--- src/rtl/solv_pkg.sv ---
// Package: shared constants for the solenoid override selector.
// Assumes: five valve channels and a two-flop synchronizer as defaults.
package solv_pkg;
    localparam int VALVE_COUNT   = 5;
    localparam int SYNC_DEPTH    = 2;
    // Level of the override input that selects the host source.
    localparam logic OVR_HOST_LVL = 1'b1;
endpackage

--- src/rtl/solv_sync.sv ---
// Module: solv_sync
// What it does: moves a vector of asynchronous levels into the clk domain
// through a chain of STAGES flops per bit.
// Assumes: each bit is a slow level, so bits may cross on different cycles;
// the reset value is chosen per instance.
module solv_sync #(
    parameter int               WIDTH   = 1,
    parameter int               STAGES  = 2,
    parameter logic [WIDTH-1:0] RST_VAL = '0
) (
    input  logic             clk,
    input  logic             rst_n,
    input  logic [WIDTH-1:0] d_async,
    output logic [WIDTH-1:0] q_sync
);
    logic [WIDTH-1:0] chain [STAGES];

    // First stage samples the raw input.
    always_ff @(posedge clk) begin
        if (!rst_n) chain[0] <= RST_VAL;
        else        chain[0] <= d_async;
    end

    genvar g;
    generate
        for (g = 1; g < STAGES; g++) begin : g_stage
            // Each later stage re-samples the one before it.
            always_ff @(posedge clk) begin
                if (!rst_n) chain[g] <= RST_VAL;
                else        chain[g] <= chain[g-1];
            end
        end
    endgenerate

    assign q_sync = chain[STAGES-1];
endmodule

--- src/rtl/solv_select.sv ---
// Module: solv_select
// What it does: picks the host or panel word from the override level and
// registers it onto the valve enables; it also exports the pick for the
// indicator stage.
// Assumes: all inputs are already synchronous to clk.
module solv_select #(
    parameter int N = solv_pkg::VALVE_COUNT
) (
    input  logic         clk,
    input  logic         rst_n,
    input  logic [N-1:0] host_s,
    input  logic [N-1:0] panel_s,
    input  logic         ovr_n_s,
    output logic [N-1:0] sel_nxt,
    output logic [N-1:0] valve_en
);
    // Per-channel source choice.
    genvar c;
    generate
        for (c = 0; c < N; c++) begin : g_ch
            assign sel_nxt[c] = (ovr_n_s == solv_pkg::OVR_HOST_LVL) ? host_s[c] : panel_s[c];
        end
    endgenerate

    // Output register: all valves closed on reset.
    always_ff @(posedge clk) begin
        if (!rst_n) valve_en <= '0;
        else        valve_en <= sel_nxt;
    end

    p_host_r1: assert property (@(posedge clk) disable iff (!rst_n)
        ovr_n_s |=> (valve_en == $past(host_s)));
    p_panel_r2: assert property (@(posedge clk) disable iff (!rst_n)
        !ovr_n_s |=> (valve_en == $past(panel_s)));
    p_reset_r7: assert property (@(posedge clk)
        !rst_n |=> (valve_en == '0));
endmodule

--- src/rtl/solv_indicator.sv ---
// Module: solv_indicator
// What it does: registers the per-valve and override indicators; lamp test
// forces all of them on.
// Assumes: inputs are synchronous; ovr_n_s is active low while the LEDs
// are active high.
module solv_indicator #(
    parameter int N = solv_pkg::VALVE_COUNT
) (
    input  logic         clk,
    input  logic         rst_n,
    input  logic [N-1:0] sel_nxt,
    input  logic         ovr_n_s,
    input  logic         lamp_s,
    output logic [N-1:0] valve_led,
    output logic         ovr_led
);
    // Indicator register with lamp-test override.
    always_ff @(posedge clk) begin
        if (!rst_n) begin
            valve_led <= '0;
            ovr_led   <= 1'b0;
        end else begin
            valve_led <= lamp_s ? {N{1'b1}} : sel_nxt;
            ovr_led   <= lamp_s | ~ovr_n_s;
        end
    end

    p_lamp_all_on_r5: assert property (@(posedge clk) disable iff (!rst_n)
        lamp_s |=> ((&valve_led) && ovr_led));
    p_ovr_led_r4: assert property (@(posedge clk) disable iff (!rst_n)
        !lamp_s |=> (ovr_led == !$past(ovr_n_s)));
endmodule

--- src/rtl/solenoid_override_ctrl.sv ---
// Module: solenoid_override_ctrl (top)
// What it does: synchronizes the host, panel, override and lamp-test inputs,
// selects the valve source and drives the valve enables and indicators.
// Assumes: every input is asynchronous; reset is synchronous and active low.
module solenoid_override_ctrl #(
    parameter int N      = solv_pkg::VALVE_COUNT,
    parameter int STAGES = solv_pkg::SYNC_DEPTH
) (
    input  logic         clk,
    input  logic         rst_n,
    input  logic [N-1:0] host_cmd,
    input  logic [N-1:0] panel_sw,
    input  logic         ovr_n,
    input  logic         lamp_test,
    output logic [N-1:0] valve_en,
    output logic [N-1:0] valve_led,
    output logic         ovr_led
);
    logic [N-1:0] host_s, panel_s, sel_nxt;
    logic         ovr_n_s, lamp_s;

    solv_sync #(.WIDTH(N), .STAGES(STAGES), .RST_VAL('0)) u_sync_host (
        .clk(clk), .rst_n(rst_n), .d_async(host_cmd), .q_sync(host_s));
    solv_sync #(.WIDTH(N), .STAGES(STAGES), .RST_VAL('0)) u_sync_panel (
        .clk(clk), .rst_n(rst_n), .d_async(panel_sw), .q_sync(panel_s));
    solv_sync #(.WIDTH(1), .STAGES(STAGES), .RST_VAL(1'b1)) u_sync_ovr (
        .clk(clk), .rst_n(rst_n), .d_async(ovr_n), .q_sync(ovr_n_s));
    solv_sync #(.WIDTH(1), .STAGES(STAGES), .RST_VAL(1'b0)) u_sync_lamp (
        .clk(clk), .rst_n(rst_n), .d_async(lamp_test), .q_sync(lamp_s));

    solv_select #(.N(N)) u_select (
        .clk(clk), .rst_n(rst_n), .host_s(host_s), .panel_s(panel_s),
        .ovr_n_s(ovr_n_s), .sel_nxt(sel_nxt), .valve_en(valve_en));

    solv_indicator #(.N(N)) u_ind (
        .clk(clk), .rst_n(rst_n), .sel_nxt(sel_nxt), .ovr_n_s(ovr_n_s),
        .lamp_s(lamp_s), .valve_led(valve_led), .ovr_led(ovr_led));

    p_led_tracks_r3: assert property (@(posedge clk) disable iff (!rst_n)
        !lamp_s |=> (valve_led == valve_en));
    p_lamp_no_valve_r6: assert property (@(posedge clk) disable iff (!rst_n)
        ($stable(host_s) && $stable(panel_s) && $stable(ovr_n_s)) |=> $stable(valve_en));
endmodule

--- config.mk ---
export PLATFORM = sky130hd
export DESIGN_NAME = solenoid_override_ctrl
export DESIGN_NICKNAME = d
export VERILOG_FILES = /design/src/rtl/solv_pkg.sv /design/src/rtl/solv_sync.sv /design/src/rtl/solv_select.sv /design/src/rtl/solv_indicator.sv /design/src/rtl/solenoid_override_ctrl.sv
export SDC_FILE = /design/constraint.sdc
export NUM_CORES = 1
export LEC_CHECK = 0
export BUFFER_PORTS_ARGS = -buffer_cell sky130_fd_sc_hd__buf_2
export CAP_MARGIN = 20
export CORE_ASPECT_RATIO = 2
export CORE_MARGIN = 2
export CORE_UTILIZATION = 34
export CTS_CLUSTER_DIAMETER = 60
export DETAILED_ROUTE_END_ITERATION = 8
export GPL_TIMING_DRIVEN = 0
export PLACE_DENSITY = 0.51
export REMOVE_ABC_BUFFERS = 1
export SETUP_SLACK_MARGIN = 0.02
export SLEW_MARGIN = 20
export SYNTH_ARGS = -nofsm -noshare
export SYNTH_HDL_FRONTEND = slang
export SYNTH_SLANG_ARGS = --single-unit
export TNS_END_PERCENT = 30
--- constraint.sdc ---
create_clock -name clk -period 2.42 [get_ports clk]
set_clock_uncertainty 0.2 [all_clocks]
set_input_delay 0.121 -clock clk [delete_from_list [all_inputs] [get_ports clk]]
set_output_delay 0.121 -clock clk [all_outputs]
set_load 0.005 [all_outputs]
==> qor.log <==
qor: global_route.antenna_violations_before_repair 0
qor: setup_path.data_required_time_at_the_worst_endpoint 2.39 ns
qor: clock_tree.cts_root_buffer sky130_fd_sc_hd__clkbuf_8
qor: setup_path.nature_of_the_critical_path_endpoint flip-flop
qor: clock_tree.number_of_gates_given_a_new_drive_strength_after_cts 0
qor: route.routed_wire_length_per_instance 9.02 um
qor: floorplan.chipHeight 81.1 um
qor: logic_synthesis.synth.area.top_cells sky130_fd_sc_hd__dfxtp_1 (69%), sky130_fd_sc_hd__and2_1 (14%), sky130_fd_sc_hd__mux2i_1 (4.0%)
qor: clock_tree.tritoncts built
qor: place.post_place_setup_slack 1.11 ns
qor: route.drtPass1Iterations 2
qor: logic_synthesis.seq_area_frac_synth 69.4%
qor: logic_synthesis.netlist_instances 80
qor: sta.holdWs 0.0380 ns
qor: clock_tree.clockBufferDepth 2
qor: logic_synthesis.synth_mux_area_share 5.45%
qor: sta.max_freq 756 MHz
qor: clock_tree.tritoncts_num_sinks 35
qor: layout.multiInputGateArea 282 um^2
qor: floorplan.die_width 42.5 um
qor: clock_tree.number_of_h_tree_levels 2
qor: global_route.grt_pass1_wl 2.46 mm
qor: sta.timing.setup.tns 0 ns
qor: route.postRouteAntennaNets 0
qor: logic_synthesis.yosys.area_share.simple 18.0%
qor: logic_synthesis.synth_compound_gate_area_share 4.46%
qor: hold_path.path_type_of_the_worst_min_delay_path input port to flip-flop
qor: setup_path.worst-endpoint-arrival 1.30 ns
qor: route.remaining_drc_errors 0
qor: power.cell_pwr_density 792 mW/mm^2
qor: setup_path.crit_slowest_cell sky130_fd_sc_hd__dfxtp_1
qor: route.routed_wirelength 1.34 mm
qor: layout.layout-drive-gt1-share 26.9%
qor: logic_synthesis.mappedNetlistArea 0.00101 mm^2
qor: layout.final_util 46.5%
qor: logic_synthesis.synth_fa_ha_area_share 0%
qor: sta.grt_setup_unrepaired no
qor: global_route.grt_pass1_vias 637
qor: route.via_per_inst 4.24
qor: route.drt_first_iter_violations 7
qor: run.cap_violations 0
qor: sta.slew_headroom 72.7%
qor: logic_synthesis.ff_latch_count_synth 35
qor: layout.fillerInstances 279
qor: layout.mostFrequentLayoutCells sky130_fd_sc_hd__dfxtp_1 (35), sky130_fd_sc_hd__buf_2 (24), sky130_fd_sc_hd__and2_1 (23)
qor: floorplan.core_region_area 0.00291 mm^2
qor: floorplan.fp.dieArea 0.00345 mm^2
qor: sta.final_setup_margin 1.10 ns
qor: run_status.result_of_the_run finished, final reports clean
qor: logic_synthesis.ys.warnings.count 0
qor: global_route.grt_util_all_layers 10.3%
qor: setup_path.critical-path-max-stage-delay 0.52 ns
qor: logic_synthesis.yosys.cell_types.count 12
qor: route.via_count 632
qor: power.largest_vdd_supply_drop 0.401 mV
qor: floorplan.initial_core_util 34.7%
qor: sta.min_period_over_period 54.6%
qor: clock_tree.cts_inserted_buffers 5
qor: layout.diodes 0
qor: clock_tree.clkLatencyLatePin 0.28 ns
qor: global_route.pin_count_of_the_biggest_net_entering_global_routing 36
qor: sta.max_slew.worst_pin.slew 0.409 ns
qor: sta.period_minus_slack 1.32 ns
qor: setup_path.critical_path.cell_chain mux2_4 > o21a_1
qor: power.power.static_leakage 0.628 nW
qor: floorplan.std_cell_rows 28
qor: sta.report.final.setup_viol 0
qor: layout.sequential_cell_area 701 um^2
qor: logic_synthesis.yosys.area.top_type_share 69.4%
qor: layout.final_common_cell sky130_fd_sc_hd__dfxtp_1
qor: clock_tree.clkTransAtPathRegs 0.06 ns
qor: place.input_output_buffers 24
qor: place.placer_congestion 0.614
qor: logic_synthesis.main_combinational_cell_family_by_area_after_synthesis simple AND/OR/NAND/NOR gates
qor: sta.timing.final.max_slew_violations 0
qor: floorplan.boundaryPins 25
qor: global_route.globalRouteOverflowTotal 0
qor: setup_path.setup_crit_path_kind flip-flop to flip-flop
qor: setup_path.worst-path-max-fanout 6
qor: logic_synthesis.synthDominantAreaCellType sky130_fd_sc_hd__dfxtp_1
qor: layout.finish.net_count 133
qor: sta.timing.final.hold_violations 0
qor: setup_path.critical_path.startpoint_type flip-flop
qor: layout.area_delta_synth_final 33.8%
qor: logic_synthesis.synth-xor-area-share 0%
qor: logic_synthesis.synthesis.area_per_instance 12.6 um^2
## power by group
group	internal [W]	leakage [nW]	switching, W
Combinational	0.0000406	0.293	0.0000199
Sequential	0.000602	0.289	0.00000691
Clock	0.000223	0.0470	0.000178
## synthesized netlist by cell type
library cell / count
sky130_fd_sc_hd__a21boi_0: 5
sky130_fd_sc_hd__and2_1: 23
sky130_fd_sc_hd__buf_6: 1
sky130_fd_sc_hd__clkbuf_1: 2
sky130_fd_sc_hd__clkbuf_2: 1
sky130_fd_sc_hd__dfxtp_1: 35
sky130_fd_sc_hd__inv_1: 1
sky130_fd_sc_hd__mux2_4: 1
sky130_fd_sc_hd__mux2i_1: 4
sky130_fd_sc_hd__nand2b_1: 2
sky130_fd_sc_hd__nor2b_1: 4
sky130_fd_sc_hd__o21a_1: 1
## per-layer routing
metal  share of wire, %  track usage [%]
met5                  0                0
met4                3.9             9.38
met3                7.4             4.67
met2                 56             18.5
met1                 33             7.62
## cell type report
cell class                      count  share of cell area [%]
Clock buffer                        6                    6.11
Sequential cell                    35                    51.9
Tap cell                           30                    2.78
Multi-Input combinational cell     40                    20.8
Clock inverter                      1                   0.370
Timing Repair Buffer               36                    17.8
Inverter                            1                   0.278
## sequential cells by signal (all words and copies together), names as in the netlist
name and flops:
u_sync_ovr.chain 2, u_ind.valve_led 5, u_select.valve_en 5, u_sync_host.chain 10
u_sync_panel.chain 10, u_sync_lamp.chain 2, u_ind.ovr_led 1
## cell families after synthesis
| logic type | Yosys count |
|---|---|
| AND/OR/NAND/NOR | 29 |
| buffers and inverters | 5 |
| AO/OA/AOI/OAI | 6 |
| flip-flops | 35 |
| multiplexers | 5 |
## critical path, delay by kind of cell, from the launching register on
kind	cells	cell delay, ns
flip-flops	1	0.52
multiplexers	1	0.34
AO/OA/AOI/OAI	1	0.16
## path summary, 6_finish.rpt
check	startpoint	cells past startpoint	slack, ns	endpoint
min	rst_n	2	0.04	u_sync_ovr.chain[1]$_SDFF_PN1_
max	u_sync_ovr.chain[1]$_SDFF_PN1_	2	1.10	u_ind.valve_led[4]$_SDFF_PN0_
max reg2reg	u_sync_ovr.chain[1]$_SDFF_PN1_	2	1.10	u_ind.valve_led[4]$_SDFF_PN0_
min reg2reg	u_sync_ovr.chain[0]$_SDFF_PN1_	1	0.20	u_sync_ovr.chain[1]$_SDFF_PN1_
## stage by stage
step,area (um^2),power [W],instances
CTS,1350,0.00109,149
global placement,1140,0.000667,130
floorplan,986,0.000644,76
detailed placement,1140,0.000670,130
finish,1350,0.00107,149
global route,1350,0.00112,149
## what timing repair did
| item | 4_1_cts | 5_1_grt |
|---|---|---|
| hold endpoints to repair | 12 | 0 |
| setup buffers | 0 | 0 |
| hold buffers | 12 | 0 |
Note: power is estimated with default switching activity, not from simulation.
